### src/rtl/gpio_bank_pkg.sv
package gpio_bank_pkg;

   localparam int unsigned MAX_PORTS     = 7;
   localparam int unsigned PORT_PINS     = 8;
   localparam int unsigned PORT_STRIDE   = 'h30;
   localparam int unsigned PORT_OFF_W    = 6;
   localparam int unsigned MODE_W        = 2;
   localparam int unsigned CFG_W         = PORT_PINS * MODE_W;
   localparam int unsigned BUS_W         = 32;

   localparam logic [PORT_OFF_W-1:0] OFF_DIN  = 6'h04;
   localparam logic [PORT_OFF_W-1:0] OFF_DOUT = 6'h08;
   localparam logic [PORT_OFF_W-1:0] OFF_CFG  = 6'h0C;
   localparam logic [PORT_OFF_W-1:0] OFF_PULL = 6'h10;

   typedef enum logic [MODE_W-1:0] {
      DM_INPUT       = 2'b00,
      DM_PUSH_PULL   = 2'b01,
      DM_OPEN_DRAIN  = 2'b10,
      DM_OPEN_SOURCE = 2'b11
   } drive_mode_e;

endpackage

### src/rtl/gpio_in_sync.sv
module gpio_in_sync #(
   parameter int unsigned WIDTH  = 8,
   parameter int unsigned STAGES = 2
) (
   input  logic             clk,
   input  logic             rst_n,
   input  logic [WIDTH-1:0] d_i,
   output logic [WIDTH-1:0] q_o
);

   generate
      if (STAGES < 2) begin : g_bad_stages
         $error("gpio_in_sync: STAGES must be at least 2");
      end
   endgenerate

   logic [WIDTH-1:0] stg_q [STAGES];

   always_ff @(posedge clk or negedge rst_n) begin
      if (!rst_n) begin
         for (int k = 0; k < int'(STAGES); k++) stg_q[k] <= '0;
      end else begin
         stg_q[0] <= d_i;
         for (int k = 1; k < int'(STAGES); k++) stg_q[k] <= stg_q[k-1];
      end
   end

   assign q_o = stg_q[STAGES-1];

endmodule

### src/rtl/gpio_pin_drive.sv
module gpio_pin_drive
   import gpio_bank_pkg::*;
(
   input  logic        enable,
   input  drive_mode_e mode,
   input  logic        dout,
   output logic        oe,
   output logic        lvl
);

   always_comb begin
      oe  = 1'b0;
      lvl = 1'b0;
      if (enable) begin
         unique case (mode)
            DM_INPUT: begin
               oe  = 1'b0;
               lvl = 1'b0;
            end
            DM_PUSH_PULL: begin
               oe  = 1'b1;
               lvl = dout;
            end
            DM_OPEN_DRAIN: begin
               oe  = ~dout;
               lvl = 1'b0;
            end
            DM_OPEN_SOURCE: begin
               oe  = dout;
               lvl = dout;
            end
            default: begin
               oe  = 1'b0;
               lvl = 1'b0;
            end
         endcase
      end
   end

endmodule

### src/rtl/gpio_port_regs.sv
module gpio_port_regs
   import gpio_bank_pkg::*;
#(
   parameter int unsigned SYNC_STAGES = 2
) (
   input  logic                  clk,
   input  logic                  rst_n,
   input  logic                  enable,
   input  logic                  sel,
   input  logic                  wr_en,
   input  logic [PORT_OFF_W-1:0] offset,
   input  logic [BUS_W-1:0]      wr_data,
   output logic [BUS_W-1:0]      rd_data,
   input  logic [PORT_PINS-1:0]  pad_in,
   output logic [PORT_PINS-1:0]  pad_oe,
   output logic [PORT_PINS-1:0]  pad_out,
   output logic [PORT_PINS-1:0]  pad_pu_en
);

   logic [PORT_PINS-1:0] dout_q;
   logic [PORT_PINS-1:0] pull_dis_q;
   logic [PORT_PINS-1:0] din_q;
   logic [CFG_W-1:0]     cfg_q;
   logic [PORT_PINS-1:0] sync_q;

   gpio_in_sync #(
      .WIDTH  (PORT_PINS),
      .STAGES (SYNC_STAGES)
   ) u_sync (
      .clk   (clk),
      .rst_n (rst_n),
      .d_i   (pad_in),
      .q_o   (sync_q)
   );

   always_ff @(posedge clk or negedge rst_n) begin
      if (!rst_n) begin
         dout_q     <= '0;
         pull_dis_q <= '0;
         din_q      <= '0;
         cfg_q      <= '0;
      end else begin
         if (enable) din_q <= sync_q;
         if (sel && wr_en) begin
            unique case (offset)
               OFF_DOUT: dout_q     <= wr_data[PORT_PINS-1:0];
               OFF_CFG:  cfg_q      <= wr_data[CFG_W-1:0];
               OFF_PULL: pull_dis_q <= wr_data[PORT_PINS-1:0];
               default:  ;
            endcase
         end
      end
   end

   always_comb begin
      rd_data = '0;
      if (sel) begin
         unique case (offset)
            OFF_DIN:  rd_data[PORT_PINS-1:0] = din_q;
            OFF_DOUT: rd_data[PORT_PINS-1:0] = dout_q;
            OFF_CFG:  rd_data[CFG_W-1:0]     = cfg_q;
            OFF_PULL: rd_data[PORT_PINS-1:0] = pull_dis_q;
            default:  rd_data = '0;
         endcase
      end
   end

   assign pad_pu_en = ~pull_dis_q;

   generate
      for (genvar i = 0; i < int'(PORT_PINS); i++) begin : g_pin
         drive_mode_e pin_mode;
         assign pin_mode = drive_mode_e'(cfg_q[MODE_W*i +: MODE_W]);

         gpio_pin_drive u_drv (
            .enable (enable),
            .mode   (pin_mode),
            .dout   (dout_q[i]),
            .oe     (pad_oe[i]),
            .lvl    (pad_out[i])
         );

         a_r3_input_never_drives: assert property (@(posedge clk) disable iff (!rst_n)
            (pin_mode == DM_INPUT) |-> !pad_oe[i]);
         a_r4_push_pull_drives: assert property (@(posedge clk) disable iff (!rst_n)
            (enable && pin_mode == DM_PUSH_PULL) |-> (pad_oe[i] && pad_out[i] == dout_q[i]));
         a_r5_open_drain_low_only: assert property (@(posedge clk) disable iff (!rst_n)
            (enable && pin_mode == DM_OPEN_DRAIN) |-> (pad_oe[i] == !dout_q[i] && !pad_out[i]));
         a_r6_open_source_high_only: assert property (@(posedge clk) disable iff (!rst_n)
            (enable && pin_mode == DM_OPEN_SOURCE) |-> (pad_oe[i] == dout_q[i] && pad_out[i] == dout_q[i]));
         a_r9_disabled_releases: assert property (@(posedge clk) disable iff (!rst_n)
            !enable |-> !pad_oe[i]);
         a_r13_quiet_when_released: assert property (@(posedge clk) disable iff (!rst_n)
            !pad_oe[i] |-> !pad_out[i]);
      end
   endgenerate

   a_r9_input_frozen: assert property (@(posedge clk) disable iff (!rst_n)
      !$past(enable) |-> $stable(din_q));
   a_r10_input_from_sync: assert property (@(posedge clk) disable iff (!rst_n)
      $past(enable) |-> (din_q == $past(sync_q)));

endmodule

### src/rtl/gpio_bank_regs.sv
module gpio_bank_regs
   import gpio_bank_pkg::*;
#(
   parameter int unsigned NUM_PORTS   = 7,
   parameter int unsigned ADDR_W      = 10,
   parameter int unsigned SYNC_STAGES = 2,
   parameter logic [6:0]  VERSION_ID  = 7'h0B,
   localparam int unsigned NPINS      = NUM_PORTS * PORT_PINS
) (
   input  logic              clk,
   input  logic              rst_n,
   input  logic [ADDR_W-1:0] bus_addr,
   input  logic              bus_wr_en,
   input  logic [BUS_W-1:0]  bus_wr_data,
   output logic [BUS_W-1:0]  bus_rd_data,
   input  logic [NPINS-1:0]  pad_in,
   output logic [NPINS-1:0]  pad_oe,
   output logic [NPINS-1:0]  pad_out,
   output logic [NPINS-1:0]  pad_pu_en
);

   localparam int unsigned SPAN = NUM_PORTS * PORT_STRIDE;

   generate
      if (NUM_PORTS < 1 || NUM_PORTS > MAX_PORTS) begin : g_bad_ports
         $error("gpio_bank_regs: NUM_PORTS must be 1..7");
      end
      if ((64'd1 << ADDR_W) < 64'(MAX_PORTS * PORT_STRIDE)) begin : g_bad_addr
         $error("gpio_bank_regs: ADDR_W too narrow for the port map");
      end
   endgenerate

   logic [1:0]       ctrl_q;
   logic             bank_en;
   logic             ctrl_hit;
   logic [BUS_W-1:0] ctrl_rd;
   logic [BUS_W-1:0] port_rd [NUM_PORTS];
   logic [BUS_W-1:0] rd_or;

   assign ctrl_hit = (bus_addr == '0);
   assign bank_en  = ctrl_q[0];

   always_ff @(posedge clk or negedge rst_n) begin
      if (!rst_n)                     ctrl_q <= '0;
      else if (ctrl_hit && bus_wr_en) ctrl_q <= bus_wr_data[1:0];
   end

   assign ctrl_rd = {16'h0000, 7'(NUM_PORTS), VERSION_ID, ctrl_q};

   generate
      for (genvar p = 0; p < int'(NUM_PORTS); p++) begin : g_port
         localparam logic [ADDR_W-1:0] BASE = ADDR_W'(p * PORT_STRIDE);
         localparam logic [ADDR_W-1:0] TOP  = ADDR_W'((p + 1) * PORT_STRIDE);
         logic              hit;
         logic [ADDR_W-1:0] rel;

         assign hit = (bus_addr >= BASE) && (bus_addr < TOP);
         assign rel = bus_addr - BASE;

         gpio_port_regs #(
            .SYNC_STAGES (SYNC_STAGES)
         ) u_port (
            .clk       (clk),
            .rst_n     (rst_n),
            .enable    (bank_en),
            .sel       (hit),
            .wr_en     (bus_wr_en),
            .offset    (rel[PORT_OFF_W-1:0]),
            .wr_data   (bus_wr_data),
            .rd_data   (port_rd[p]),
            .pad_in    (pad_in[p*PORT_PINS +: PORT_PINS]),
            .pad_oe    (pad_oe[p*PORT_PINS +: PORT_PINS]),
            .pad_out   (pad_out[p*PORT_PINS +: PORT_PINS]),
            .pad_pu_en (pad_pu_en[p*PORT_PINS +: PORT_PINS])
         );
      end
   endgenerate

   always_comb begin
      rd_or = '0;
      for (int p = 0; p < int'(NUM_PORTS); p++) rd_or = rd_or | port_rd[p];
   end

   assign bus_rd_data = ctrl_hit ? ctrl_rd : rd_or;

   a_r8_ctrl_identity: assert property (@(posedge clk) disable iff (!rst_n)
      ctrl_hit |-> (bus_rd_data[15:9] == 7'(NUM_PORTS) && bus_rd_data[8:2] == VERSION_ID
                    && bus_rd_data[31:16] == 16'h0));
   a_r8_ctrl_write: assert property (@(posedge clk) disable iff (!rst_n)
      (ctrl_hit && bus_wr_en) |=> (bus_rd_data[1:0] == $past(bus_wr_data[1:0])) || !ctrl_hit);
   a_r12_out_of_range_zero: assert property (@(posedge clk) disable iff (!rst_n)
      (32'(bus_addr) >= SPAN) |-> (bus_rd_data == '0));
   a_r9_disabled_no_drive: assert property (@(posedge clk) disable iff (!rst_n)
      !bank_en |-> (pad_oe == '0));

endmodule

### config.mk
export PLATFORM = sky130hd
export DESIGN_NAME = gpio_bank_regs
export DESIGN_NICKNAME = d
export VERILOG_FILES = /design/src/rtl/gpio_bank_pkg.sv /design/src/rtl/gpio_in_sync.sv /design/src/rtl/gpio_pin_drive.sv /design/src/rtl/gpio_port_regs.sv /design/src/rtl/gpio_bank_regs.sv
export SDC_FILE = /design/constraint.sdc
export NUM_CORES = 1
export LEC_CHECK = 0
export ABC_AREA = 1
export ABC_CLOCK_PERIOD_IN_PS = 3550
export BUFFER_PORTS_ARGS = -buffer_cell sky130_fd_sc_hd__buf_2
export CAP_MARGIN = 20
export CELL_PAD_IN_SITES_DETAIL_PLACEMENT = 1
export CELL_PAD_IN_SITES_GLOBAL_PLACEMENT = 1
export CORE_MARGIN = 4
export CORE_UTILIZATION = 45
export DETAILED_ROUTE_END_ITERATION = 16
export GPL_TIMING_DRIVEN = 0
export PLACE_DENSITY_LB_ADDON = 0.12
export SLEW_MARGIN = 10
export SYNTH_ARGS = -nofsm -noshare
export SYNTH_HDL_FRONTEND = slang
export SYNTH_SLANG_ARGS = --single-unit
### constraint.sdc
create_clock -name clk -period 3.55 [get_ports clk]
set_clock_uncertainty 0.2 [all_clocks]
set_input_delay 0.71 -clock clk [delete_from_list [all_inputs] [get_ports clk]]
set_output_delay 0.71 -clock clk [all_outputs]
set_load 0.01 [all_outputs]
**After elaboration in Yosys (flattened, before gate mapping)**

Cells that the tools add are included.

- Flip-flop bits (word level): 394
- Memory bits (read-only): 0
- Bits in latches: 0
- Memories kept: 0
- Memory bits (writable): 0
- Logic and storage cells: 779
- Output and inout bits: 200
- Input bits: 101

- $lt $le $gt $ge: 14
- Divide/modulo/power cells: 0
- Bitwise operators: 69
- Add/sub/neg operators: 6
- Shifts and indexed selects: 0
- Eq/ne operators: 196
- Multipliers: 0
- Reduce and logical (&&, ||, !) cells: 205
- Multiplexer cells: 246

Operator list:

| kind | number |
|---|---|
| $eq 2x2->1 const B | 112 |
| $pmux 1 s4 | 56 |
| $pmux 8 s4 | 7 |
| $reduce_or 2->1 | 112 |
| $or 32x32->32 | 6 |
| $eq 2x1->1 const B | 56 |
| $logic_not 2->1 | 56 |
| $mux 1 | 112 |
| $mux 16 | 7 |
| $pmux 1 s2 | 56 |
| $eq 6x4->1 const B | 14 |
| $mux 8 | 7 |
| $not 1->1 | 56 |
| $not 8->8 | 7 |
| $eq 6x3->1 const B | 7 |
| $eq 6x5->1 const B | 7 |
| $reduce_and 2->1 | 21 |
| $mux 32 | 1 |
| $ge 10x8->1 const B | 3 |
| $lt 10x8->1 const B | 3 |
| $sub 6x6->6 const B | 4 |
| $lt 10x9->1 const B | 2 |
| $logic_and 1x1->1 | 15 |
| $ge 10x1->1 const B | 1 |
| 8 further kinds | 8 |

**Logic depth before layout (Yosys ltp)**

- Depth in word-level cells: 11
- Gate-level depth with buffers: 13
- Mapped depth without buffers: 12

**Modules after synthesis**

Synthesis repeated with hierarchy kept, for this count alone.

- Cell total of the unflattened synthesis: 2641
- Area total of the unflattened synthesis: 21938.5 um^2

By module, submodules not included:

| module | seq. area each (um^2) | area an instance (um^2) | instances | cells each |
|---|---|---|---|---|
| gpio_port_regs | 1001.0 | 2224.6 | 7 | 263 |
| gpio_in_sync | 400.4 | 460.4 | 7 | 24 |
| gpio_pin_drive | 0.0 | 33.8 | 56 | 7 |
| gpio_bank_regs | 50.0 | 1251.2 | 1 | 240 |

**Least setup slack after synthesis**

Ideal clock, no wire load.

- Kind: in2out
- From: input bus_addr[5]
- To: output bus_rd_data[5]
- Data arrival time: 1.948 ns
- Path slack: 0.692 ns
- Stages on the path: 11
- Path buffers: 2
- Required time: 2.640 ns
- Cell sequence: buf_4 > inv_1 > nor2_1 > buf_4 > nand3_1 > nand2_1 > nor2_1 > inv_1 > nand2_2 > o21bai_1 > nand3_1

- Longest elaborated chain between the ends: 11
- Elaborated cells on any way between the ends: 77
- Classes of those cells: 6 x add/sub; 14 x order compare; 28 x eq/ne; 15 x mux; 6 x bitwise; 8 x reduce/logical

Ends and longest elaborated chain:

| what | line | RTL |
|---|---|---|
| start, declared | gpio_bank_regs.sv:12 | `input logic [ADDR_W-1:0] bus_addr,` |
| $sub 6x6->6 | gpio_bank_regs.sv:58 | `assign rel = bus_addr - BASE;` |
| $eq 6x5->1, or another cell as far along | gpio_port_regs.sv:58 | `unique case (offset)` |
| $pmux 8 s4 | gpio_port_regs.sv:58 |  |
| $mux 16 | gpio_port_regs.sv:57 | `if (sel) begin` |
| $or 32x32->32 (6 in a row) | gpio_bank_regs.sv:81 | `for (int p = 0; p < int'(NUM_PORTS); p++) rd_or = rd_or \| port_rd[p];` |
| $mux 32 * | gpio_bank_regs.sv:84 | `assign bus_rd_data = ctrl_hit ? ctrl_rd : rd_or;` |
| end, declared | gpio_bank_regs.sv:15 | `output logic [BUS_W-1:0] bus_rd_data,` |

Every way passes the cells marked *; elsewhere a longest branch is shown, timed or not.

**Final worst setup path**

- From: register ctrl_q[0]
- To: output pad_out[3]

- Longest elaborated chain between the ends: 1

Ends and longest elaborated chain:

| what | line | RTL |
|---|---|---|
| start, declared | gpio_bank_regs.sv:33 | `logic [1:0] ctrl_q;` |
| start signal, assigned | gpio_bank_regs.sv:45 | `else if (ctrl_hit && bus_wr_en) ctrl_q <= bus_wr_data[1:0];` |
| $mux 1 | gpio_pin_drive.sv:14 | `if (enable) begin` |
| end, declared | gpio_bank_regs.sv:18 | `output logic [NPINS-1:0] pad_out,` |

No other way between the ends.

==> flow_summary_export.csv <==
group,metric,value,unit
cells_and_area,mostFrequentLayoutCells,"nand2_1 (674), dfrtp_1 (393), buf_2 (294)",
floorplanning,die_extent_in_x,214,um
timing,final.setup.worst_slack,2.81,ps
power,cellPowerDensity,448,mW/mm^2
timing,period_needed,3550,ps
placement,place_hpwl,59.9,mm
cts,clkLatencyLatePin,590,ps
floorplanning,die_y,214,um
global_route,grt_max_degree,121,
timing,finalCritPeriodShare,0.999,
cts,clock_tree.root_cell,"clkbuf_16",
route,drt_pre_antenna_iters,5,
placement,gpl.final_weighted_congestion,0.954,
cells_and_area,post_route_cells_drive_above_1_share,0.230,
cells_and_area,synthToLayoutAreaGrowth,21.0,%
floorplanning,die-area,0.0456,mm^2
floorplanning,floorplan.initialDensity,0.454,
floorplanning,design.core.area,0.0419,mm^2
yosys,synth.top_cells.by_area,"dfrtp_1 (52%), nand2_1 (13%), inv_1 (5.5%), o21ai_0 (5.4%), buf_4 (5.3%)",
job,max-cap-violations,0,
yosys,yosysWarnings,0,
timing,drv_slew,0,
setup_path,worstSetupPathType,"flip-flop to output port",
global_route,first_global_vias,18500,
yosys,synth_area_per_cell,8.00,um^2
cts,cts.path.max_buffers,3,
cells_and_area,num-nets-final,2825,
cells_and_area,final_core_utilization,0.550,
yosys,netlist.top_cell.by_area,"dfrtp_1",
setup_path,worst-endpoint-arrival,2640,ps
setup_path,worst_path_most_repeated_cell,"clkbuf_4",
timing,setup_viol_count_final,0,
setup_path,worst_setup_path_end_kind,"output port",
timing,final_hold_viol_count,0,
outcome,outcome,"finished, final reports clean",
power,highest_ir_drop_seen_on_vdd,0.670,mV
global_route,grt.overflow.total,0,
timing,max_freq,0.282,GHz
floorplanning,placementRows,75,
setup_path,crit_fanout,10,
cells_and_area,n_fill_cell,5140,
timing,timing.max_slew.rel_slack,0.261,
worst_hold_path,worst_hold_path_type,"input port to flip-flop",
yosys,synth_seq_area_share,0.519,
yosys,synth.distinct_cells,32,
setup_path,crit_required,2640,ps
route,drt_wl_total,79.8,mm
route,routed_via_count,18000,
placement,dp_worst_setup_slack,-421,ps
route,post-route-drc-count,0,
setup_path,timing.critical_path.slowest_cell_delay,580,ps
yosys,yosys_register_bits,394,
yosys,synthesis.area,0.0190,mm^2
cts,tritoncts.num_buffers,44,
cts,cts_sinks,394,
setup_path,critical_path.cell_chain,"inv_2, clkbuf_4, clkbuf_4, nor3_1, buf_4, buf_2",
route,dr.first_iter.drc_count,1410,
setup_path,worstSetupStartpointType,"flip-flop",
route,detail_route.wl_per_cell,24.2,um
floorplanning,pin_count,301,
yosys,synth_top_cell_area_share,0.519,
cts,cts_htree_levels,2,
setup_path,critical-path-slowest-cell,"dfrtp_4",
cts,clk_pin_slew,70,ps
placement,io_buffer_count,267,
cells_and_area,layout.cells.most_common,"nand2_1",
global_route,grtUsageTotal,0.347,
global_route,antenna_found_initial,4,
power,power.leakage,11.0,nW
timing,least_margin_pin_slew,1110,ps
yosys,syn_inst,2377,
route,ant_nets,0,
global_route,global_route_wire_length_before_repair,117,mm
cts,tritoncts,"built",
route,vias_per_cell,5.45,
cell usage after synthesis (all sizes together):
cell type / count
a31oi: 1
dfrtp: 394
nor2: 173
a21oi: 60
clkinv: 1
inv: 286
conb: 1
buf: 175
o22ai: 20
nand3: 77
o21bai: 1
nand4: 39
nand2: 690
clkbuf: 50
o21ai: 274
o211ai: 6
nor3: 129
final timing paths:
check	start	slack, ps	cells past startpoint	end
max in group asynchronous	rst_n	1140	4	g_port[1].u_port.u_sync.stg_q[15]$_DFF_PN0_
setup reg to reg	ctrl_q[0]$_DFFE_PN0P_	1700	4	g_port[4].u_port.din_q[5]$_DFFE_PN0P_
min in group asynchronous	rst_n	520	2	g_port[2].u_port.cfg_q[9]$_DFFE_PN0P_
hold reg to reg	g_port[3].u_port.u_sync.stg_q[11]$_DFF_PN0_	150	0	g_port[3].u_port.u_sync.q_o[3]$_DFF_PN0_
setup / recovery	ctrl_q[0]$_DFFE_PN0P_	3	6	pad_out[3]
hold / removal	pad_in[2]	30	1	g_port[0].u_port.u_sync.stg_q[10]$_DFF_PN0_
critical path: cells and delay by family, from the launching register on:
| family | cells | cell delay, ps |
|---|---|---|
| and+or+nand+nor | 1 | 390 |
| buffers and inverters | 5 | 1060 |
| DFF | 1 | 580 |
cell type report:
type	instances	area, um^2	area share
plain buffers	224	1470	0.0637
well taps	539	674	0.0293
clock buffers	62	1260	0.0547
inverters	287	1080	0.0471
diodes	3	7.51	0.000326
clock inverters	17	194	0.00843
flip-flops and latches	394	9860	0.429
repair buffers	287	1600	0.0694
multi-input cells	1486	6860	0.298
kinds of logic after synthesis:
group,count (synthesis),synth area share
other,1,0.000197
DFF,394,0.519
and+or+nand+nor,1108,0.252
buffers and inverters,512,0.131
AOI/OAI and AO/OA,362,0.0978
sequential cells by signal, indices dropped and copies added, names as in the netlist:
name,count
g_port.u_port.pull_dis_q,56
g_port.u_port.u_sync.stg_q,56
g_port.u_port.din_q,56
ctrl_q,2
g_port.u_port.dout_q,56
g_port.u_port.cfg_q,112
g_port.u_port.u_sync.q_o,56
per-stage QoR:
step	cell area (um^2)	hold WS [ps]	power, mW	TNS (ps)	cells
floorplan	19100	131	5.24	0	2392
global placement	21100	131	5.60	-2401200	3198
detailed placement	21200	136	5.66	-14400	3202
CTS	22800	3.84	10.3	0	3286
global route	23000	12.4	10.7	-19.8	3298
finish	23000	29.2	10.3	0	3299
metal layers:
layer | up-vias | share of wire | global-route usage
li1 | 8080 | - | -
met1 | 9030 | 0.42 | 0.481
met2 | 696 | 0.46 | 0.548
met3 | 169 | 0.073 | 0.0612
met4 | 0 | 0.044 | 0.139
met5 | - | 0 | 0
timing repair:
action,4_1_cts,5_1_grt
setup buffers,5,9
resized for setup,33,53
hold buffers,1,0
pin swaps,3,6
hold endpoints to repair,76,0
setup endpoints to repair,124,16
report_power, final:
group          total, mW  internal (mW)  leakage, nW  switching (mW)
sequential          4.90           4.73         5.20           0.166
clock               4.66           2.70        0.708            1.96
combinational      0.744          0.203         5.06           0.541
Note: power is estimated with default switching activity, not from simulation.
